### config.mk
export PLATFORM = sky130hd
export DESIGN_NAME = evt_irq_regs
export DESIGN_NICKNAME = d
export VERILOG_FILES = /design/src/rtl/evt_irq_pkg.sv /design/src/rtl/evt_srst_gen.sv /design/src/rtl/evt_stat_bank.sv /design/src/rtl/evt_irq_gate.sv /design/src/rtl/evt_irq_regs.sv
export SDC_FILE = /design/constraint.sdc
export NUM_CORES = 1
export LEC_CHECK = 0
export ABC_CLOCK_PERIOD_IN_PS = 2900
export CAP_MARGIN = 20
export CORE_UTILIZATION = 45
export DETAILED_ROUTE_END_ITERATION = 8
export PLACE_DENSITY_LB_ADDON = 0.08
export SYNTH_ARGS = -nofsm -noshare
export SYNTH_HDL_FRONTEND = slang
export SYNTH_HIERARCHICAL = 1
export SYNTH_SLANG_ARGS = --single-unit
### constraint.sdc
create_clock -name clk -period 2.9 [get_ports clk]
set_input_delay 0.58 -clock clk [delete_from_list [all_inputs] [get_ports clk]]
set_output_delay 0.58 -clock clk [all_outputs]
set_load 0.03 [all_outputs]
### src/rtl/evt_irq_pkg.sv
package evt_irq_pkg;

   // Word offsets of the mapped registers
   localparam int unsigned OFS_SRST = 0;
   localparam int unsigned OFS_STAT = 1;
   localparam int unsigned OFS_EN   = 2;
   localparam int unsigned OFS_GIE  = 3;

   localparam logic [31:0] DEF_RST_KEY = 32'h0000_000A;

   typedef enum logic [2:0] {
      SEL_NONE,
      SEL_SRST,
      SEL_STAT,
      SEL_EN,
      SEL_GIE
   } reg_sel_e;

   function automatic reg_sel_e decode_ofs(input int unsigned ofs);
      reg_sel_e s;
      case (ofs)
         OFS_SRST: s = SEL_SRST;
         OFS_STAT: s = SEL_STAT;
         OFS_EN:   s = SEL_EN;
         OFS_GIE:  s = SEL_GIE;
         default:  s = SEL_NONE;
      endcase
      return s;
   endfunction

endpackage

### src/rtl/evt_srst_gen.sv
module evt_srst_gen #(
   parameter int unsigned          DATA_W     = 32,
   parameter int unsigned          RST_CYCLES = 16,
   parameter logic [DATA_W-1:0]    RST_KEY    = DATA_W'(32'hA)
) (
   input  logic              clk,
   input  logic              rst_n,
   input  logic              wr_hit,
   input  logic [DATA_W-1:0] wr_data,
   output logic              core_rst_o
);

   localparam int unsigned CNT_W = $clog2(RST_CYCLES + 1);
   localparam logic [CNT_W-1:0] CNT_LOAD = CNT_W'(RST_CYCLES);

   if (RST_CYCLES < 1) begin : g_bad_len
      $error("evt_srst_gen: RST_CYCLES must be at least 1");
   end

   logic             key_hit;
   logic [CNT_W-1:0] cnt_q;

   assign key_hit = wr_hit && (wr_data == RST_KEY);

   always_ff @(posedge clk or negedge rst_n) begin
      if (!rst_n) begin
         cnt_q <= '0;
      end else if (key_hit) begin
         cnt_q <= CNT_LOAD;
      end else if (cnt_q != '0) begin
         cnt_q <= cnt_q - 1'b1;
      end
   end

   assign core_rst_o = (cnt_q != '0);

   // Independent observer: cycles since the last key write
   logic [CNT_W-1:0] since_q;
   logic             seen_q;

   always_ff @(posedge clk or negedge rst_n) begin
      if (!rst_n) begin
         since_q <= '0;
         seen_q  <= 1'b0;
      end else if (key_hit) begin
         since_q <= '0;
         seen_q  <= 1'b1;
      end else if (since_q != CNT_LOAD) begin
         since_q <= since_q + 1'b1;
      end
   end

   AST_RST_START: assert property (@(posedge clk) disable iff (!rst_n)
      key_hit |=> core_rst_o);

   AST_RST_WINDOW: assert property (@(posedge clk) disable iff (!rst_n)
      core_rst_o == (seen_q && (since_q != CNT_LOAD)));

   AST_NO_KEY_NO_RST: assert property (@(posedge clk) disable iff (!rst_n)
      (wr_hit && !key_hit && !core_rst_o) |=> !core_rst_o);

endmodule

### src/rtl/evt_stat_bank.sv
module evt_stat_bank #(
   parameter int unsigned NUM_EVT = 8
) (
   input  logic               clk,
   input  logic               rst_n,
   input  logic [NUM_EVT-1:0] evt_i,
   input  logic [NUM_EVT-1:0] tog_i,
   output logic [NUM_EVT-1:0] stat_o
);

   if (NUM_EVT < 1) begin : g_bad_evt
      $error("evt_stat_bank: NUM_EVT must be at least 1");
   end

   for (genvar i = 0; i < NUM_EVT; i++) begin : g_bit
      logic evt_q;
      logic sticky_q;
      logic rise;

      assign rise = evt_i[i] && !evt_q;

      always_ff @(posedge clk or negedge rst_n) begin
         if (!rst_n) begin
            evt_q    <= 1'b0;
            sticky_q <= 1'b0;
         end else begin
            evt_q    <= evt_i[i];
            sticky_q <= (sticky_q ^ tog_i[i]) | rise;
         end
      end

      assign stat_o[i] = sticky_q;

      AST_EDGE_SETS: assert property (@(posedge clk) disable iff (!rst_n)
         $rose(evt_i[i]) |=> stat_o[i]);

      AST_TOGGLE_FLIPS: assert property (@(posedge clk) disable iff (!rst_n)
         (tog_i[i] && !(evt_i[i] && !evt_q)) |=> (stat_o[i] != $past(stat_o[i])));

      AST_SET_WINS: assert property (@(posedge clk) disable iff (!rst_n)
         (tog_i[i] && evt_i[i] && !evt_q) |=> stat_o[i]);
   end

endmodule

### src/rtl/evt_irq_gate.sv
module evt_irq_gate #(
   parameter int unsigned DATA_W  = 32,
   parameter int unsigned NUM_EVT = 8,
   parameter int unsigned GIE_BIT = DATA_W - 1
) (
   input  logic               clk,
   input  logic               rst_n,
   input  logic               wr_en_hit,
   input  logic               wr_gie_hit,
   input  logic [DATA_W-1:0]  wr_data,
   input  logic [NUM_EVT-1:0] stat_i,
   output logic [NUM_EVT-1:0] en_o,
   output logic               gie_o,
   output logic               irq_o
);

   if (GIE_BIT >= DATA_W) begin : g_bad_gie
      $error("evt_irq_gate: GIE_BIT outside the data word");
   end

   logic [NUM_EVT-1:0] en_q;
   logic               gie_q;
   logic [NUM_EVT-1:0] pending;

   always_ff @(posedge clk or negedge rst_n) begin
      if (!rst_n) begin
         en_q  <= '0;
         gie_q <= 1'b0;
      end else begin
         if (wr_en_hit)  en_q  <= wr_data[NUM_EVT-1:0];
         if (wr_gie_hit) gie_q <= wr_data[GIE_BIT];
      end
   end

   assign pending = stat_i & en_q;
   assign irq_o   = gie_q && (pending != '0);
   assign en_o    = en_q;
   assign gie_o   = gie_q;

   AST_EN_LOADS: assert property (@(posedge clk) disable iff (!rst_n)
      wr_en_hit |=> (en_o == $past(wr_data[NUM_EVT-1:0])));

   AST_IRQ_QUIET: assert property (@(posedge clk) disable iff (!rst_n)
      !gie_o |-> !irq_o);

   AST_IRQ_MASKED: assert property (@(posedge clk) disable iff (!rst_n)
      ((stat_i & en_o) == '0) |-> !irq_o);

endmodule

### src/rtl/evt_irq_regs.sv
module evt_irq_regs
   import evt_irq_pkg::*;
#(
   parameter int unsigned       DATA_W     = 32,
   parameter int unsigned       ADDR_W     = 4,
   parameter int unsigned       NUM_EVT    = 8,
   parameter int unsigned       RST_CYCLES = 16,
   parameter logic [DATA_W-1:0] RST_KEY    = DATA_W'(DEF_RST_KEY)
) (
   input  logic               clk,
   input  logic               rst_n,
   input  logic               wr_en,
   input  logic [ADDR_W-1:0]  wr_addr,
   input  logic [DATA_W-1:0]  wr_data,
   input  logic [ADDR_W-1:0]  rd_addr,
   output logic [DATA_W-1:0]  rd_data,
   input  logic [NUM_EVT-1:0] evt_i,
   output logic               irq_o,
   output logic               core_rst_o
);

   localparam int unsigned GIE_BIT = DATA_W - 1;

   if (NUM_EVT > DATA_W - 1) begin : g_bad_width
      $error("evt_irq_regs: NUM_EVT must leave the top data bit free");
   end
   if (ADDR_W < 2) begin : g_bad_addr
      $error("evt_irq_regs: ADDR_W must cover four registers");
   end

   reg_sel_e           wr_sel;
   reg_sel_e           rd_sel;
   logic [NUM_EVT-1:0] tog;
   logic [NUM_EVT-1:0] stat;
   logic [NUM_EVT-1:0] en;
   logic               gie;

   assign wr_sel = wr_en ? decode_ofs(int'(wr_addr)) : SEL_NONE;
   assign rd_sel = decode_ofs(int'(rd_addr));
   assign tog    = (wr_sel == SEL_STAT) ? wr_data[NUM_EVT-1:0] : '0;

   evt_srst_gen #(
      .DATA_W     (DATA_W),
      .RST_CYCLES (RST_CYCLES),
      .RST_KEY    (RST_KEY)
   ) i_srst (
      .clk        (clk),
      .rst_n      (rst_n),
      .wr_hit     (wr_sel == SEL_SRST),
      .wr_data    (wr_data),
      .core_rst_o (core_rst_o)
   );

   evt_stat_bank #(
      .NUM_EVT (NUM_EVT)
   ) i_stat (
      .clk    (clk),
      .rst_n  (rst_n),
      .evt_i  (evt_i),
      .tog_i  (tog),
      .stat_o (stat)
   );

   evt_irq_gate #(
      .DATA_W  (DATA_W),
      .NUM_EVT (NUM_EVT),
      .GIE_BIT (GIE_BIT)
   ) i_gate (
      .clk        (clk),
      .rst_n      (rst_n),
      .wr_en_hit  (wr_sel == SEL_EN),
      .wr_gie_hit (wr_sel == SEL_GIE),
      .wr_data    (wr_data),
      .stat_i     (stat),
      .en_o       (en),
      .gie_o      (gie),
      .irq_o      (irq_o)
   );

   always_comb begin
      rd_data = '0;
      case (rd_sel)
         SEL_STAT: rd_data[NUM_EVT-1:0] = stat;
         SEL_EN:   rd_data[NUM_EVT-1:0] = en;
         SEL_GIE:  rd_data[GIE_BIT]     = gie;
         default:  rd_data = '0;
      endcase
   end

   AST_SRST_READS_ZERO: assert property (@(posedge clk) disable iff (!rst_n)
      (rd_sel == SEL_SRST) |-> (rd_data == '0));

   AST_GIE_ONLY_TOP: assert property (@(posedge clk) disable iff (!rst_n)
      (rd_sel == SEL_GIE) |-> (rd_data[GIE_BIT-1:0] == '0));

endmodule

==> key figures, run 1 <==
Final layout
  – Final Core Density: between 60% and 70%
  – Area added between synthesis and finish: 31.18%
  – Share of layout cells above drive strength 1: 18.15%
  – Commonest non-fill, non-tap cell in the layout: clkdlybuf4s50_1
  – Sequential cell area: 750.7 um^2
  – Cell area after layout: ~0.0025 mm^2
  – Nets: 299
  – Multi-input gate area: 877.1 um^2
  – # diodes: 0
  – Most frequent cells in the layout: clkdlybuf4s50_1 (53), dfrtp_1 (30), conb_1 (23)
  – Fillcell total: about 340

Clock network
  – CTS Hold Bufs: 0
  – Inserted Clock Buffers: 5
  – Clock Latency Late Sink: about 0.28 ns
  – Cts repair resizes: 0
  – Sink Count: 30
  – TritonCTS clock tree: done
  – Clock Root Buffer: clkbuf_8
  – Worst-case clock buffer depth: 2
  – Setup bufs post-CTS: 0
  – H-Tree Depth: 2
  – Register clock-pin slew on the reported worst setup and hold paths: roughly 0.060 ns

Setup path
  – CP Launch Type: primary input
  – Slowest Stage Delay on Critical Path: between 0.6 and 0.7 ns
  – Critical path class: in2out
  – Crit path cell chain: clkdlybuf4s50_1 > or2_2 > nor2_1 > clkdlybuf4s50_1
  – Maximum fanout along the worst path: 2
  – Worst EP required: ~2.3 ns
  – Reg-to-reg slack, setup: between 1 and 1.5 ns
  – Slowest CP cell: clkdlybuf4s50_1
  – Worst EP arrival: 2.06 ns
  – Top cell by count, worst path: clkdlybuf4s50_1
  – Worst Setup End Kind: output pin

Floorplan
  – Die width: ~67 um
  – Initial Util: approximately 47%
  – Die Height: between 60 and 70 um
  – Die area: approximately 0.0045 mm^2
  – Boundary pin count: 85
  – Core Box Area: around 0.0040 mm^2
  – FP Rows: 23

Yosys
  – Yosys warns: 6
  – Seq/Total Area, Yosys: between 30% and 40%
  – Syn Area/Cell: between 10 and 15 um^2
  – Ys async rst share: between 90% and 100%
  – Synth cell types: 33
  – Flops & latches, synth: 30
  – Synthesized cell area: 0.001894 mm^2
  – Top_reg_cell synth: dfrtp_1
  – Syn Inst Count: roughly 190
  – Post-synth EDFFs: 0

Timing
  – TNS Setup: 0 ns
  – Final hold vios: 0
  – Slew HR: between 60% and 70%
  – Slew @ Worst Pin: between 0.5 and 0.6 ns
  – Worst hold margin: 0.4073 ns
  – Max-slew violations: 0
  – Final setup viols: 0
  – RSZ-0062 raised after global routing: false
  – Min cycle time layout: between 2 and 3 ns
  – Final Skew: 0.0003151 ns
  – Final worst slack: 0.2625 ns
  – Post-route clock period utilization: between 90% and 100%
  – FMAX: around 380 MHz

Placed design
  – IO buf count: 61
  – Worst slack, placed: 0.2534 ns
  – Gpl congestion: 0.8098
  – Post-DP Area: ~0.0024 mm^2
  – Detailed placer's ending HPWL: 3146 um

Job
  – Max Cap Viol: 0

Drt
  – Iteration-0 DRC Markers: between 70 and 80
  – Initial DRT Pass Iterations: 4
  – Routed Antenna Nets: 0
  – Via count: about 1500
  – DRC viols: 0
  – Drt wl/cell: about 14 um
  – Vias per cell: roughly 5.0
  – DRT Wirelength: a little over 4000 um

Global routing
  – M2 GR Usage: between 30% and 40%
  – First-pass GRT wire length: 6755 um
  – Largest net degree at the start of global routing: 31
  – Total congestion overflow: 0
  – Initial antenna violation count: 0
  – Most used routing layer in global routing: met2
  – Global Route Usage Sum: 20.71%
  – Met1 usage: 24.97%
  – Vias in the first global route: approximately 1500
  – GR Util met3: under 10%

Hold path
  – HP Class: reg2reg

Power and ir drop
  – IR drop worst, VDD: ~0.32 mV
  – Power density cells: approximately 450 mW/mm^2
  – Pleak: between 1 and 1.5 nW

Status
  – Status: finished, final reports clean
## worst max-delay path, delay by kind of cell
kind                   cells  cell delay, ns
AND/OR/NAND/NOR            2            0.41
buffers and inverters      2            1.07
## cell usage after synthesis (all sizes together) (2+ instances only)
cell type,instances,area share [%]
nor3,13,6.1
dfrtp,30,40
nor2,8,1.6
mux2,8,6.3
nand3b,16,6.3
nor4,5,2.3
buf,36,14
o21ai,9,2.4
xnor2,10,4.6
a21oi,10,2.6
inv,20,4.0
nand3,2,0.53
nand2,4,0.79
nor4b,2,2.0
a22oi,4,1.6
## where the power goes
| group | switching, W | internal [W] |
|---|---|---|
| Clock | 0.000153 | 0.000191 |
| Sequential | 0.0000329 | 0.000459 |
| Combinational | 0.000133 | 0.000140 |
| Total | 0.000319 | 0.000790 |
## layer usage
layer | routed length [um] | part of all wire [%] | vias to the layer above
met5 | 0 | 0 | -
met4 | 44 | 1.1 | 0
met3 | 217 | 5.2 | 7
met2 | 2167 | 52 | 60
met1 | 1711 | 41 | 711
li1 | - | - | 699
## area by class of cell
cell class / count / share of cell area, %
multi-input combinational: 124 / 35.30
sequential: 30 / 30.21
timing repair buffer: 66 / 25.28
clock buffer: 7 / 3.474
inverter: 20 / 3.021
tap: 50 / 2.518
clock inverter: 1 / 0.2014
## through the flow
| step | instances | total power [W] |
|---|---|---|
| after floorplan | 211 | 0.0006741 |
| after global placement | 290 | 0.0007627 |
| after detailed placement | 290 | 0.0007694 |
| after CTS | 298 | 0.001118 |
| after global routing | 298 | 0.001163 |
| final | 298 | 0.001108 |
## registers in the layout, indices dropped and copies added (netlist names)
name,flops
i_gate/gie_o,1
i_gate/en_o,8
i_stat/g_bit.sticky_q,8
i_stat/g_bit.evt_q,8
i_srst/cnt_q,5
## path summary, 6_finish.rpt
path / start / depth (start not counted) / endpoint
min reg2reg: i_stat/g_bit[2].evt_q / 1 / i_stat/g_bit[2].sticky_q
min in group asynchronous: rst_n / 2 / i_stat/g_bit[3].evt_q
max: rd_addr[3] / 4 / rd_data[31]
max in group asynchronous: rst_n / 2 / i_stat/g_bit[5].sticky_q
max reg2reg: i_srst/cnt_q[0] / 6 / i_srst/cnt_q[3]
min: i_stat/g_bit[2].evt_q / 1 / i_stat/g_bit[2].sticky_q
## logic make-up (layout without fill, tap and decap cells)
family / after synthesis / count (layout) / synth area share (%)
flip-flops: 30 / 30 / 39.63
other: 1 / 23 / 0.1980
adder cells (fa/ha/maj): 1 / 1 / 0.6604
AO/OA/AOI/OAI: 25 / 25 / 7.464
XOR/XNOR: 10 / 10 / 4.623
AND/OR/NAND/NOR: 57 / 57 / 22.66
buffers and inverters: 57 / 94 / 18.43
multiplexers: 8 / 8 / 6.341
Power figures use the tool's default switching activity.
==> run 2: changes to the inputs <==
--- a/config.mk
+++ b/config.mk
@@ -7,6 +7,7 @@
 export LEC_CHECK = 0
 export ABC_CLOCK_PERIOD_IN_PS = 2900
 export CAP_MARGIN = 20
+export CORE_ASPECT_RATIO = 0.7
 export CORE_UTILIZATION = 45
 export DETAILED_ROUTE_END_ITERATION = 8
 export PLACE_DENSITY_LB_ADDON = 0.08
==> run 2 against run 1 <==
Effect of this change:
- first-iteration DRC count down 44%
- sequential power up 0.8%
- power down 0.35%
- core utilization up 0.79 points
- worst setup slack worse by 0.061 ns
- sequential cell count unchanged
- wire length down 4.3%
- critical path type unchanged
- combinational power down 2%
==> key figures, run 2 (same netlist as run 1, synthesis figures left out) <==
Status
  – Status: finished, final reports clean

Drt
  – DRT Wirelength: around 4000 um
  – Iteration-0 DRC Markers: between 40 and 50
  – Via count: 1441
  – Routed Antenna Nets: 0
  – Drt wl/cell: roughly 13 um
  – Vias per cell: 4.819
  – Initial DRT Pass Iterations: 4
  – DRC viols: 0

Setup path
  – Maximum fanout along the worst path: 9
  – Critical path class: in2out
  – Worst Setup End Kind: output pin
  – CP Launch Type: primary input
  – Worst EP required: around 2.3 ns
  – Worst EP arrival: 2.12 ns

Global routing
  – Global Route Usage Sum: between 20% and 30%
  – Largest net degree at the start of global routing: 31
  – First-pass GRT wire length: around 6600 um
  – Vias in the first global route: 1403
  – Initial antenna violation count: 0
  – Total congestion overflow: 0

Timing
  – FMAX: 370.5 MHz
  – Slew @ Worst Pin: ~0.52 ns
  – Min cycle time layout: between 2 and 3 ns
  – Post-route clock period utilization: 93.06%
  – RSZ-0062 raised after global routing: false
  – Max-slew violations: 0
  – Final Skew: 0.002416 ns
  – TNS Setup: 0 ns
  – Final hold vios: 0
  – Final setup viols: 0
  – Slew HR: 65.15%

Floorplan
  – Initial Util: a little under half
  – Die width: between 70 and 80 um
  – FP Rows: 19
  – Die area: approximately 0.0045 mm^2
  – Die Height: 56.29 um
  – Boundary pin count: 85
  – Core Box Area: 0.003970 mm^2

Final layout
  – Nets: roughly 300
  – Cell area after layout: about 0.0025 mm^2
  – Fillcell total: between 300 and 400
  – Finished Layout Cells: 299
  – Commonest non-fill, non-tap cell in the layout: clkdlybuf4s50_1
  – Share of layout cells above drive strength 1: 17.81%
  – # diodes: 0
  – Area added between synthesis and finish: 30.91%
  – Most frequent cells in the layout: clkdlybuf4s50_1 (53), dfrtp_1 (30), conb_1 (23)

Power and ir drop
  – IR drop worst, VDD: 0.2487 mV
  – Pwr Total: around 0.0011 W
  – Power density cells: ~450 mW/mm^2
  – Pleak: 1.080 nW

Clock network
  – Worst-case clock buffer depth: 2
  – Clock Latency Late Sink: roughly 0.28 ns
  – Sink Count: 30
  – Clock Root Buffer: clkbuf_8
  – TritonCTS clock tree: done
  – Register clock-pin slew on the reported worst setup and hold paths: approximately 0.060 ns
  – H-Tree Depth: 2
  – Setup bufs post-CTS: 0
  – CTS Hold Bufs: 0
  – Inserted Clock Buffers: 5
  – Cts repair resizes: 0

Placed design
  – Detailed placer's ending HPWL: 3164 um
  – Gpl congestion: between 0.7 and 0.8
  – IO buf count: 61
  – Placed cells: 291
  – Post-DP Area: between 0.002 and 0.0025 mm^2

Hold path
  – HP Class: reg2reg

Job
  – Max Cap Viol: 0
==> run 2: cell count changes in the layout (fill, tap and decap cells not counted), sizes merged <==
cell | before | now
buf | 13 | 12
==> run 2: final cells by class <==
| class | count | area, um^2 | area share, % |
|---|---|---|---|
| clock inverters | 1 | 5.005 | 0.2018 |
| multi-input cells | 124 | 877.1 | 35.37 |
| clock buffers | 7 | 86.33 | 3.481 |
| inverters | 20 | 75.07 | 3.027 |
| flip-flops and latches | 30 | 750.7 | 30.27 |
| well taps | 52 | 65.06 | 2.624 |
| repair buffers | 65 | 620.6 | 25.03 |
==> run 2: final timing paths <==
kind                       slack [ns]  depth (start not counted)                       end                   from
max                              0.20                          4               rd_data[31]             rd_addr[3]
min                              0.41                          1  i_stat/g_bit[2].sticky_q  i_stat/g_bit[2].evt_q
max reg2reg                      1.44                          6           i_srst/cnt_q[3]        i_srst/cnt_q[0]
min reg2reg                      0.41                          1  i_stat/g_bit[2].sticky_q  i_stat/g_bit[2].evt_q
max in group asynchronous        1.94                          2              i_gate/gie_o                  rst_n
min in group asynchronous        0.68                          2     i_stat/g_bit[6].evt_q                  rst_n
==> run 2: routing by layer <==
| metal | vias up | share of wire [%] | GRT usage (%) |
|---|---|---|---|
| met5 | - | 0 | 0 |
| met4 | 0 | 1.4 | 8.052 |
| met3 | 6 | 7.3 | 8.455 |
| met2 | 70 | 44 | 28.57 |
| met1 | 671 | 47 | 27.55 |
| li1 | 694 | - | - |
==> run 2: critical path, cell delays in order <==
cell	delay, ns
clkdlybuf4s50_1	0.39
or2_2	0.37
nor2_1	0.12
clkdlybuf4s50_1	0.67
==> run 2: power breakdown <==
| part | internal, W | total (W) | switching (W) |
|---|---|---|---|
| Sequential | 0.000459 | 0.000495 | 0.0000361 |
| Combinational | 0.000139 | 0.000267 | 0.000128 |
| Clock | 0.000191 | 0.000343 | 0.000152 |
| Total | 0.000788 | 0.00110 | 0.000316 |
==> run 2: per-stage QoR <==
| step | utilization (%) | hold slack, ns | worst slack, ns |
|---|---|---|---|
| global placement | 60.16 | 0.3964 | 0.2009 |
| global route | 62.46 | 0.4208 | 0.1366 |
| floorplan | - | 0.2844 | 0.7884 |
| finish | 62.46 | 0.4082 | 0.2013 |
| detailed placement | 60.16 | 0.4049 | 0.1896 |
| CTS | 62.46 | 0.4132 | 0.1926 |
==> run 3: changes to the inputs <==
--- a/config.mk
+++ b/config.mk
@@ -6,7 +6,7 @@
 export NUM_CORES = 1
 export LEC_CHECK = 0
 export ABC_CLOCK_PERIOD_IN_PS = 2900
-export CAP_MARGIN = 20
+export CAP_MARGIN = 15
 export CORE_ASPECT_RATIO = 0.7
 export CORE_UTILIZATION = 45
 export DETAILED_ROUTE_END_ITERATION = 8
==> results of run 3 <==
The final DEF is identical to that of run 2; final timing and power are the same.
